### src/rtl/dsb_pkg.sv
// Shared opcode constants, ALU selector and decoded control bundle for the
// delayed-branch sequencer. Assumes the fixed 16-bit instruction layout.
package dsb_pkg;

    localparam int IW    = 16;
    localparam int RIDXW = 3;

    localparam logic [3:0] OP_ADD  = 4'd1;
    localparam logic [3:0] OP_SUB  = 4'd2;
    localparam logic [3:0] OP_AND  = 4'd3;
    localparam logic [3:0] OP_OR   = 4'd4;
    localparam logic [3:0] OP_XOR  = 4'd5;
    localparam logic [3:0] OP_ADDI = 4'd6;
    localparam logic [3:0] OP_LD   = 4'd7;
    localparam logic [3:0] OP_ST   = 4'd8;
    localparam logic [3:0] OP_JMP  = 4'd9;
    localparam logic [3:0] OP_BEQZ = 4'd10;

    typedef enum logic [2:0] {
        ALU_ADD = 3'd0,
        ALU_SUB = 3'd1,
        ALU_AND = 3'd2,
        ALU_OR  = 3'd3,
        ALU_XOR = 3'd4
    } alu_e;

    typedef struct packed {
        logic rd_rs1;
        logic rd_rs2;
        logic rd_rd;
        logic wr_rd;
        logic use_imm;
        logic is_ld;
        logic is_st;
        logic is_ctrl;
        logic is_cond;
        alu_e alu;
    } ctl_t;

    // Turn an opcode into the control bundle used by the execute stage.
    function automatic ctl_t decode_op(input logic [3:0] op);
        ctl_t c;
        c     = '0;
        c.alu = ALU_ADD;
        case (op)
            OP_ADD, OP_SUB, OP_AND, OP_OR, OP_XOR: begin
                c.rd_rs1 = 1'b1;
                c.rd_rs2 = 1'b1;
                c.wr_rd  = 1'b1;
                case (op)
                    OP_SUB:  c.alu = ALU_SUB;
                    OP_AND:  c.alu = ALU_AND;
                    OP_OR:   c.alu = ALU_OR;
                    OP_XOR:  c.alu = ALU_XOR;
                    default: c.alu = ALU_ADD;
                endcase
            end
            OP_ADDI: begin
                c.rd_rs1  = 1'b1;
                c.wr_rd   = 1'b1;
                c.use_imm = 1'b1;
            end
            OP_LD: begin
                c.rd_rs1 = 1'b1;
                c.wr_rd  = 1'b1;
                c.is_ld  = 1'b1;
            end
            OP_ST: begin
                c.rd_rs1 = 1'b1;
                c.rd_rd  = 1'b1;
                c.is_st  = 1'b1;
            end
            OP_JMP: begin
                c.is_ctrl = 1'b1;
            end
            OP_BEQZ: begin
                c.is_ctrl = 1'b1;
                c.is_cond = 1'b1;
                c.rd_rd   = 1'b1;
            end
            default: c = c;
        endcase
        return c;
    endfunction

endpackage

### src/rtl/dsb_regfile.sv
// Register file with three combinational read ports and two write ports.
// Port B (load return) takes priority over port A (execute result).
// The hazard logic keeps the two ports from naming the same entry.
module dsb_regfile #(
    parameter int DW   = 16,
    parameter int NREG = 8,
    localparam int AW  = $clog2(NREG)
) (
    input  logic          clk,
    input  logic          rst_n,
    input  logic          wa_en,
    input  logic [AW-1:0] wa_idx,
    input  logic [DW-1:0] wa_data,
    input  logic          wb_en,
    input  logic [AW-1:0] wb_idx,
    input  logic [DW-1:0] wb_data,
    input  logic [AW-1:0] ra_idx,
    output logic [DW-1:0] ra_data,
    input  logic [AW-1:0] rb_idx,
    output logic [DW-1:0] rb_data,
    input  logic [AW-1:0] rc_idx,
    output logic [DW-1:0] rc_data
);

    logic [NREG-1:0][DW-1:0] file_q;

    for (genvar g = 0; g < NREG; g++) begin : g_ent
        logic [DW-1:0] q;
        // Hold one register; clear on reset, load return wins over execute.
        always_ff @(posedge clk) begin
            if (!rst_n)
                q <= '0;
            else if (wb_en && wb_idx == AW'(g))
                q <= wb_data;
            else if (wa_en && wa_idx == AW'(g))
                q <= wa_data;
        end
        assign file_q[g] = q;
    end

    assign ra_data = file_q[ra_idx];
    assign rb_data = file_q[rb_idx];
    assign rc_data = file_q[rc_idx];

endmodule

### src/rtl/dsb_fetch.sv
// Program counter and fetch/execute pipeline register. On a redirect the
// instruction already being fetched (the delay slot) is kept; only the next
// fetch address changes. Assumes the instruction port answers in the same cycle.
module dsb_fetch #(
    parameter int PCW = 10,
    parameter int IW  = 16
) (
    input  logic           clk,
    input  logic           rst_n,
    input  logic           hold,
    input  logic           redirect,
    input  logic [PCW-1:0] target,
    input  logic           ctrl_now,
    output logic [PCW-1:0] imem_addr,
    input  logic [IW-1:0]  imem_rdata,
    output logic           ex_valid,
    output logic [IW-1:0]  ex_instr,
    output logic [PCW-1:0] ex_pc,
    output logic           ex_slot
);

    logic [PCW-1:0] pc_q;

    // Advance the fetch address and capture the fetched word unless held.
    always_ff @(posedge clk) begin
        if (!rst_n) begin
            pc_q     <= '0;
            ex_valid <= 1'b0;
            ex_instr <= '0;
            ex_pc    <= '0;
            ex_slot  <= 1'b0;
        end else if (!hold) begin
            pc_q     <= redirect ? target : pc_q + PCW'(1);
            ex_valid <= 1'b1;
            ex_instr <= imem_rdata;
            ex_pc    <= pc_q;
            ex_slot  <= ctrl_now;
        end
    end

    assign imem_addr = pc_q;

endmodule

### src/rtl/dsb_lsu.sv
// Memory stage: holds a single load or store until ready. While a load is
// pending it reports its destination as locked; the data is handed to the
// register file in the ready cycle. Assumes issue is only raised when idle.
module dsb_lsu #(
    parameter int DW  = 16,
    parameter int DAW = 12,
    parameter int AW  = 3
) (
    input  logic           clk,
    input  logic           rst_n,
    input  logic           issue,
    input  logic           issue_we,
    input  logic [DAW-1:0] issue_addr,
    input  logic [DW-1:0]  issue_data,
    input  logic [AW-1:0]  issue_rd,
    output logic           busy,
    output logic           lock_valid,
    output logic [AW-1:0]  lock_rd,
    output logic           ld_wen,
    output logic [AW-1:0]  ld_idx,
    output logic [DW-1:0]  ld_data,
    output logic           dmem_req,
    output logic           dmem_we,
    output logic [DAW-1:0] dmem_addr,
    output logic [DW-1:0]  dmem_wdata,
    input  logic [DW-1:0]  dmem_rdata,
    input  logic           dmem_ready
);

    logic           m_valid;
    logic           m_we;
    logic [DAW-1:0] m_addr;
    logic [DW-1:0]  m_data;
    logic [AW-1:0]  m_rd;

    // Capture a new request, or retire the pending one when ready arrives.
    always_ff @(posedge clk) begin
        if (!rst_n) begin
            m_valid <= 1'b0;
            m_we    <= 1'b0;
            m_addr  <= '0;
            m_data  <= '0;
            m_rd    <= '0;
        end else if (m_valid && dmem_ready) begin
            m_valid <= 1'b0;
        end else if (issue) begin
            m_valid <= 1'b1;
            m_we    <= issue_we;
            m_addr  <= issue_addr;
            m_data  <= issue_data;
            m_rd    <= issue_rd;
        end
    end

    assign busy       = m_valid;
    assign lock_valid = m_valid && !m_we;
    assign lock_rd    = m_rd;
    assign ld_wen     = m_valid && !m_we && dmem_ready;
    assign ld_idx     = m_rd;
    assign ld_data    = dmem_rdata;
    assign dmem_req   = m_valid;
    assign dmem_we    = m_we;
    assign dmem_addr  = m_addr;
    assign dmem_wdata = m_data;

endmodule

### src/rtl/dsb_core.sv
// Top of the delayed-branch sequencer: decode, operand read, ALU, branch
// resolution and the lock/structural stall logic around fetch, register file
// and memory stage. Assumes DW > 6 and DAW <= DW.
module dsb_core #(
    parameter int PCW = 10,
    parameter int DAW = 12,
    parameter int DW  = 16
) (
    input  logic           clk,
    input  logic           rst_n,
    output logic [PCW-1:0] imem_addr,
    input  logic [15:0]    imem_rdata,
    output logic           dmem_req,
    output logic           dmem_we,
    output logic [DAW-1:0] dmem_addr,
    output logic [DW-1:0]  dmem_wdata,
    input  logic [DW-1:0]  dmem_rdata,
    input  logic           dmem_ready
);
    import dsb_pkg::*;

    localparam int NREG = 1 << RIDXW;

    logic             ex_valid, ex_slot;
    logic [IW-1:0]    ex_instr;
    logic [PCW-1:0]   ex_pc;
    ctl_t             ctl;
    logic [RIDXW-1:0] f_rd, f_rs1, f_rs2;
    logic [DW-1:0]    rs1v, rs2v, rdv, imm6x, opb, alu_y;
    logic [PCW-1:0]   imm9p, br_target;
    logic [DAW-1:0]   eff_addr;
    logic             busy, lock_valid, ld_wen;
    logic [RIDXW-1:0] lock_rd, ld_idx;
    logic [DW-1:0]    ld_data;
    logic             hit_lock, mem_block, stall, go, taken, redirect;

    assign ctl   = decode_op(ex_instr[15:12]);
    assign f_rd  = ex_instr[11:9];
    assign f_rs1 = ex_instr[8:6];
    assign f_rs2 = ex_instr[5:3];
    assign imm6x = {{(DW-6){ex_instr[5]}}, ex_instr[5:0]};

    // Fit the 9-bit branch offset to the program counter width.
    if (PCW > 9) begin : g_off_ext
        assign imm9p = {{(PCW-9){ex_instr[8]}}, ex_instr[8:0]};
    end else begin : g_off_trunc
        assign imm9p = ex_instr[PCW-1:0];
    end

    dsb_fetch #(.PCW(PCW), .IW(IW)) u_fetch (
        .clk        (clk),
        .rst_n      (rst_n),
        .hold       (stall),
        .redirect   (redirect),
        .target     (br_target),
        .ctrl_now   (go && ctl.is_ctrl),
        .imem_addr  (imem_addr),
        .imem_rdata (imem_rdata),
        .ex_valid   (ex_valid),
        .ex_instr   (ex_instr),
        .ex_pc      (ex_pc),
        .ex_slot    (ex_slot)
    );

    dsb_regfile #(.DW(DW), .NREG(NREG)) u_rf (
        .clk     (clk),
        .rst_n   (rst_n),
        .wa_en   (go && ctl.wr_rd && !ctl.is_ld),
        .wa_idx  (f_rd),
        .wa_data (alu_y),
        .wb_en   (ld_wen),
        .wb_idx  (ld_idx),
        .wb_data (ld_data),
        .ra_idx  (f_rs1),
        .ra_data (rs1v),
        .rb_idx  (f_rs2),
        .rb_data (rs2v),
        .rc_idx  (f_rd),
        .rc_data (rdv)
    );

    // Register or immediate second operand, then the selected operation.
    always_comb begin
        opb = ctl.use_imm ? imm6x : rs2v;
        unique case (ctl.alu)
            ALU_SUB: alu_y = rs1v - opb;
            ALU_AND: alu_y = rs1v & opb;
            ALU_OR:  alu_y = rs1v | opb;
            ALU_XOR: alu_y = rs1v ^ opb;
            default: alu_y = rs1v + opb;
        endcase
    end

    // Stall on any touch of the locked register or on a busy memory stage.
    always_comb begin
        hit_lock  = lock_valid && ((ctl.rd_rs1 && f_rs1 == lock_rd) ||
                                   (ctl.rd_rs2 && f_rs2 == lock_rd) ||
                                   ((ctl.rd_rd || ctl.wr_rd) && f_rd == lock_rd));
        mem_block = (ctl.is_ld || ctl.is_st) && busy;
        stall     = ex_valid && (hit_lock || mem_block);
        go        = ex_valid && !stall;
    end

    // Resolve control transfers; a transfer in a delay slot never redirects.
    always_comb begin
        taken     = ctl.is_ctrl && (!ctl.is_cond || rdv == '0);
        redirect  = go && taken && !ex_slot;
        br_target = ex_pc + imm9p;
        eff_addr  = rs1v[DAW-1:0] + imm6x[DAW-1:0];
    end

    dsb_lsu #(.DW(DW), .DAW(DAW), .AW(RIDXW)) u_lsu (
        .clk        (clk),
        .rst_n      (rst_n),
        .issue      (go && (ctl.is_ld || ctl.is_st)),
        .issue_we   (ctl.is_st),
        .issue_addr (eff_addr),
        .issue_data (rdv),
        .issue_rd   (f_rd),
        .busy       (busy),
        .lock_valid (lock_valid),
        .lock_rd    (lock_rd),
        .ld_wen     (ld_wen),
        .ld_idx     (ld_idx),
        .ld_data    (ld_data),
        .dmem_req   (dmem_req),
        .dmem_we    (dmem_we),
        .dmem_addr  (dmem_addr),
        .dmem_wdata (dmem_wdata),
        .dmem_rdata (dmem_rdata),
        .dmem_ready (dmem_ready)
    );

endmodule

### config.mk
export PLATFORM = sky130hd
export DESIGN_NAME = dsb_core
export DESIGN_NICKNAME = d
export VERILOG_FILES = /design/src/rtl/dsb_pkg.sv /design/src/rtl/dsb_regfile.sv /design/src/rtl/dsb_fetch.sv /design/src/rtl/dsb_lsu.sv /design/src/rtl/dsb_core.sv
export SDC_FILE = /design/constraint.sdc
export NUM_CORES = 1
export LEC_CHECK = 0
export ABC_CLOCK_PERIOD_IN_PS = 4360
export BUFFER_PORTS_ARGS = -buffer_cell sky130_fd_sc_hd__buf_2
export CORE_ASPECT_RATIO = 0.5
export CORE_MARGIN = 4
export CORE_UTILIZATION = 34
export DETAILED_ROUTE_END_ITERATION = 7
export GPL_ROUTABILITY_DRIVEN = 1
export PLACE_DENSITY = 0.57
export SLEW_MARGIN = 25
export SYNTH_ARGS = -nofsm -noshare
export SYNTH_HDL_FRONTEND = slang
export SYNTH_HIERARCHICAL = 1
export SYNTH_SLANG_ARGS = --single-unit
### constraint.sdc
create_clock -name clk -period 4.36 [get_ports clk]
set_clock_uncertainty 0.05 [all_clocks]
set_input_delay 0.654 -clock clk [delete_from_list [all_inputs] [get_ports clk]]
set_output_delay 0.654 -clock clk [all_outputs]
set_load 0.05 [all_outputs]
Word-level counts from Yosys, hierarchy flattened:

Index checks and enable logic that the tools add are counted.

* add/subtract/negate cells: 5
* magnitude comparators: 3
* equality and inequality tests: 31
* muxes and demuxes: 36
* bitwise gates (word level): 5
* reduce and logical (&&, ||, !) cells: 62

Operators with widths (number)
* $mux 16: 20
* $bmux 16 s3: 3
* $pmux 16 s4: 1
* $logic_and 1x1->1: 33
* $eq 3x3->1 const B: 9
* $eq 3x2->1 const B: 6
* $add 16x16->16: 1
* $and 16x16->16: 1
* $eq 4x3->1 const B: 4
* $logic_not 16->1: 1
* $or 16x16->16: 1
* $reduce_bool 2->1: 8
* $sub 16x16->16: 1
* $xor 16x16->16: 1
* $add 12x12->12: 1
* $eq 4x4->1 const B: 3
* $lt 3x4->1 const B: 3
* $pmux 3 s4: 1
* $add 10x1->10 const B: 1
* $add 10x10->10: 1
* $mux 10: 1
* $eq 3x1->1 const B: 3
* $eq 3x3->1: 3
* $mux 1: 9
* 12 further kinds: 26

* register bits after elaboration: 199
* output and inout bits: 40
* word-level logic and storage cells: 160

Logic depth before layout (Yosys ltp):

* depth in word-level cells: 16
* gate-level depth with buffers: 23
* depth with buffers taken out: 19

Cells and area by module:

The synthesis kept the hierarchy.

Modules (own cells, without submodules)
* dsb_regfile: instances 1, cells each 922, area each 8928.6 µm²
* dsb_core: instances 1, cells each 437, area each 3236.9 µm²
* dsb_fetch: instances 1, cells each 172, area each 1615.3 µm²
* dsb_lsu: instances 1, cells each 164, area each 1495.2 µm²

Worst setup path after synthesis:

Ideal clock, no wire load.

* kind: register to register
* start: register u_fetch.ex_instr[3]
* end: register u_rf.g_ent[7].q[13]
* arrival: 4.164 ns
* path slack: 0.010 ns
* cell stages (with the launch flop): 22
* buffers on the path: 3
* path through: dfxtp_1 -> buf_6 -> buf_6 -> mux4_1 -> mux2_2 -> a21oi_1 -> ha_1 -> o2111a_1 -> and2_1 -> a21oi_1 -> xnor2_1 -> ha_1 -> nand4_1 -> nor2_1 -> o31ai_1 -> nor2b_1 -> o31ai_1 -> xnor2_1 -> o221ai_1 -> buf_4 -> nand2_1 -> a31oi_1

* elaborated cells between the ends (all ways): 24

RTL lines
* start: declaration: RTL line dsb_fetch.sv:17 `output logic [IW-1:0] ex_instr,`
* start signal: assignment: RTL line dsb_fetch.sv:35 `ex_instr <= imem_rdata;`
* $bmux 16 s3 *: RTL line dsb_regfile.sv:42 `assign rb_data = file_q[rb_idx];`
* $mux 16 (not written as such) *: RTL line dsb_regfile.sv:42
* named net rs2v[1]: RTL line dsb_core.sv:29 `logic [DW-1:0] rs1v, rs2v, rdv, imm6x, opb, alu_y;`
* $mux 16 *: RTL line dsb_core.sv:84 `opb = ctl.use_imm ? imm6x : rs2v;`
* $add 16x16->16 or $sub 16x16->16 (tied branches): RTL line dsb_core.sv:90, dsb_core.sv:86
* $pmux 16 s4 *: RTL line dsb_core.sv:85 `unique case (ctl.alu)`
* named net alu_y[13]: RTL line dsb_core.sv:29
* $mux 16 *: RTL line dsb_regfile.sv:35 `else if (wa_en && wa_idx == AW'(g))`
* $mux 16 *: RTL line dsb_regfile.sv:33 `else if (wb_en && wb_idx == AW'(g))`
* end signal: assignment: RTL line dsb_regfile.sv:34 `q <= wb_data;`
* end signal: assignment: RTL line dsb_regfile.sv:36 `q <= wa_data;`
* end: declaration: RTL line dsb_regfile.sv:28 `logic [DW-1:0] q;`

Mark *: on every way through the listed nets, which the timed path passes. The rest lies on a longest branch. The select of a mux whose other input is x is not followed.
A chain may end at the register's enable or synchronous reset.

Worst setup path after layout:

* start: register u_fetch.ex_instr[3]
* end: register u_rf.g_ent[2].q[15]

* elaborated cells between the ends (all ways): 24

RTL lines (RTL line)
* $bmux 16 s3 *: dsb_regfile.sv:42
* $mux 16 (not written as such) *: dsb_regfile.sv:42
* named net rs2v[8]: dsb_core.sv:29
* $mux 16 *: dsb_core.sv:84
* $add 16x16->16 or $sub 16x16->16 (tied branches): dsb_core.sv:90, dsb_core.sv:86
* $pmux 16 s4 *: dsb_core.sv:85
* named net alu_y[15]: dsb_core.sv:29
* $mux 16 *: dsb_regfile.sv:35
* $mux 16 *: dsb_regfile.sv:33
* end signal: assignment: dsb_regfile.sv:34
* end signal: assignment: dsb_regfile.sv:36
* end: declaration: dsb_regfile.sv:28

Marks and branches as above.

==> run_results.csv <==
group,metric,value,unit
floorplanning,core-area,44000,µm²
global_routing,grtUsageTotal,0.208,
timing,tns,0,ns
timing,max_clock_freq,231,MHz
cells_and_area,final_cell_mix,"nand2_1, dfxtp_1, a31oi_1, o21ai_0, buf_4",
global_routing,grt_max_degree,195,
floorplanning,num_rows,54,
critical_path,worstSetupStartpointType,"register",
logic_synthesis,yosys_warnings,6,
power,switchingPower,2.33,mW
run,drv_cap,0,
power,power.internal,3.82,mW
logic_synthesis,avgSynthCellArea,9.01,µm²
timing,finalHoldViolations,0,
critical_path,worst-path-max-fanout,8,
logic_synthesis,synthCells,1695,
critical_path,r2r_slack,0.02,ns
routing,drt_iter0_markers,1439,
power,switching_share,0.379,
power,clockPowerShare,0.262,
floorplanning,initial_core_util,0.347,
power,p_seq_frac,0.317,
routing,wl_per_cell,22.0,µm
logic_synthesis,yosysUniqueCellTypes,79,
logic_synthesis,synthArstFlopShare,0,
cells_and_area,syn_to_final_growth,15.4,%
routing,via_per_inst,5.79,
routing,drt_pass1_iterations,5,
global_routing,grt_antenna_before_repair,1,
routing,antenna_left,0,
logic_synthesis,syn_nets,1802,
placement,gp_congestion,0.882,
cells_and_area,num_antenna_cells,0,
outcome,status,"completed",
critical_path,regToRegStartpoint,"u_fetch/ex_instr[3]",
cts,cts_buffers,17,
logic_synthesis,ys.flop_type,"dfxtp_1",
cts,cts_buffer_depth,2,
global_routing,grt_pass1_vias,12700,
power,power_density,349,nW/µm²
cells_and_area,final_core_util,0.401,
critical_path,cp_slowest_cell,"mux4_2",
logic_synthesis,yosys-top-cells-area,"dfxtp_1, mux4_1, nand2_1",
cts,cts_tree,"yes",
timing,finalCriticalPeriod,4.34,ns
critical_path,reg2regPathDepth,20,
timing,setup_slack,0.0226,ns
timing,finalSetupViolCount,0,
worst_hold_path,holdCritPathClass,"input port to register",
cells_and_area,nets,1875,
cts,cts.reportedPaths.clkPinSlew,0.09,ns
routing,drt-total-wl,52.0,mm
logic_synthesis,synth_top_area_share,0.261,
floorplanning,pin_count,75,
logic_synthesis,synth_edf_count,0,
worst_hold_path,worstHoldPathCells,3,
power,leakage,6.83,nW
floorplanning,die-area,48600,µm²
logic_synthesis,seq_area_frac_synth,0.261,
placement,dpl.hpwl,35.1,mm
cts,clk_latency,0.46,ns
routing,post-route-drc-count,0,
placement,pre_cts_ws,-0.214,ns
floorplanning,die_y,158,µm
timing,slew_viol_final,0,
worst_hold_path,whs_endpoint,"u_fetch/ex_instr[8]",
timing,rsz0062_at_grt,"true",
logic_synthesis,ys_ff_latch,199,
cts,htree_num_levels,4,
cells_and_area,final_common_cell,"nand2_1",
cells_and_area,drive_gt1_frac,0.238,
critical_path,cp_cell_sequence,"buf_12 -> buf_8 -> buf_12 -> mux4_2 -> mux2_4 -> nor4_4 -> nand2_2 -> o32ai_2 -> a21oi_1 -> xnor2_1 -> ha_1 -> nand3_2 -> buf_6 -> nor3_4 -> nor4_4 -> xnor2_2 -> o21ai_2 -> buf_6 -> nand2_1 -> a31oi_1",
global_routing,overflow,0,
cts,cts_num_sinks,199,
cts,cts_root_buf,"clkbuf_16",
power,vdd_ir_drop_max,334,µV
power,combPwrFrac,0.420,
critical_path,critPathKind,"register to register",
routing,vias,13700,
critical_path,arrival,4.67,ns
global_routing,grt_pass1_wl,77.5,mm
worst_hold_path,hold_start,"imem_rdata[8]",
logic_synthesis,syn_area,15300,µm²
power,total_power,6.15,mW
timing,slew_headroom,0.398,
timing,fin_crit_sh,0.995,
logic_synthesis,synth_top_area_cell,"dfxtp_1",
critical_path,cp-end-kind,"register",
floorplanning,die_w,308,µm
placement,port-buffer-count,74,
critical_path,cp_slowest_stage_delay,0.48,ns
critical_path,reg2reg_to,"u_rf/g_ent[2].q[15]",
cts,postCtsHoldBufs,0,
critical_path,cp.required,4.69,ns
timing,tightest_slew,0.900,ns
[synth_stat cells, types with 7 or more instances]
| master | instances |
|---|---|
| a21o_1 | 9 |
| a31oi_1 | 133 |
| nor2_1 | 63 |
| clkbuf_1 | 58 |
| o21a_1 | 7 |
| buf_1 | 9 |
| o21ai_1 | 19 |
| xnor2_1 | 40 |
| nand3_1 | 8 |
| ha_1 | 69 |
| xor2_1 | 13 |
| o221ai_1 | 9 |
| clkbuf_2 | 10 |
| nor3_1 | 12 |
| a21oi_1 | 48 |
| nor2b_1 | 9 |
| mux4_1 | 90 |
| o21ai_0 | 133 |
| dfxtp_1 | 199 |
| mux2_2 | 48 |
| nor4_1 | 7 |
| nand2_1 | 346 |
| mux2i_1 | 69 |
| nand4_1 | 7 |
| nand2b_1 | 13 |
| a22oi_1 | 10 |
| buf_2 | 28 |
| buf_4 | 42 |
| buf_6 | 18 |
| inv_1 | 48 |
[power groups by stage]
| stage | clock [mW] | sequential [mW] | combinational (mW) |
|---|---|---|---|
| after global routing | 1.71 | 1.96 | 2.73 |
| after detailed placement | 0 | 1.99 | 2.10 |
| after floorplan | 0 | 1.98 | 1.38 |
| after global placement | 0 | 1.99 | 2.10 |
| final | 1.61 | 1.95 | 2.58 |
| after CTS | 1.64 | 1.95 | 2.17 |
[metrics by stage]
stage	hold slack, ns	instances	area [µm²]
after floorplan	0.389	1695	15300
after global placement	0.390	2319	16500
after detailed placement	0.396	2319	16500
after CTS	0.354	2354	17200
after global routing	0.362	2369	17600
final	0.376	2369	17600
[critical path, delay by kind of cell, from the launching register on]
| kind | cells | cell delay (ns) |
|---|---|---|
| mux | 2 | 0.81 |
| xor+xnor | 2 | 0.28 |
| simple gates | 6 | 0.88 |
| flops | 1 | 0.37 |
| buf+inv | 5 | 0.72 |
| compound gates | 4 | 0.72 |
| fa+ha+maj | 1 | 0.41 |
[cell type report]
type,instances,area (µm²)
inverter,49,184
sequential,199,4000
multi-input combinational,1276,10400
fill,4314,26400
tap,588,736
clock buffer,24,482
clock inverter,8,78.8
timing repair buffer,225,1720
[layer usage]
metal / wire [µm] / vias up / track usage
li1: - / 6365 / -
met1: 23800 / 6704 / 0.292
met2: 23000 / 599 / 0.334
met3: 4450 / 55 / 0.0440
met4: 714 / 2 / 0.0381
met5: 12 / - / 0
[registers in the layout, indices dropped and copies added, names as in the netlist]
name	flops
u_fetch/ex_instr	16
u_fetch/ex_pc	10
u_fetch/ex_slot	1
u_fetch/ex_valid	1
u_fetch/imem_addr	10
u_lsu/busy	1
u_lsu/dmem_addr	12
u_lsu/dmem_wdata	16
u_lsu/dmem_we	1
u_lsu/ld_idx	3
u_rf/g_ent.q	128
[logic make-up after synthesis]
| kind of cell | Yosys count | synth area share |
|---|---|---|
| AOI/OAI and AO/OA | 417 | 0.167 |
| muxes | 213 | 0.244 |
| adders and majority gates | 72 | 0.0604 |
| xor gates and xnor gates | 55 | 0.0325 |
| buffers and inverters | 220 | 0.0808 |
| and+or+nand+nor | 519 | 0.154 |
| DFF | 199 | 0.261 |
[worst max path at each step]
stage	to	start	cells past startpoint	slack, ns
6_report	u_rf/g_ent[2].q[15]	u_fetch/ex_instr[3]	20	0.02
5_1_grt	u_rf/g_ent[2].q[15]	u_fetch/ex_instr[3]	22	-0.17
4_1_cts	u_rf/g_ent[2].q[15]	u_fetch/ex_instr[3]	22	-0.03
3_5_place_dp	u_rf/g_ent[4].q[13]	u_fetch/ex_instr[3]	19	-0.21
3_3_place_gp	u_rf/g_ent[2].q[13]	u_fetch/ex_instr[3]	19	-0.21
2_1_floorplan	u_rf/g_ent[7].q[13]	u_fetch/ex_instr[3]	21	0.01
[repair_timing]
item,in CTS,in global routing
setup endpoints to repair,48,51
pin swaps,4,52
gates resized for setup,32,104
buffers inserted,3,16
No activity file was read; power rests on OpenSTA's default activity.
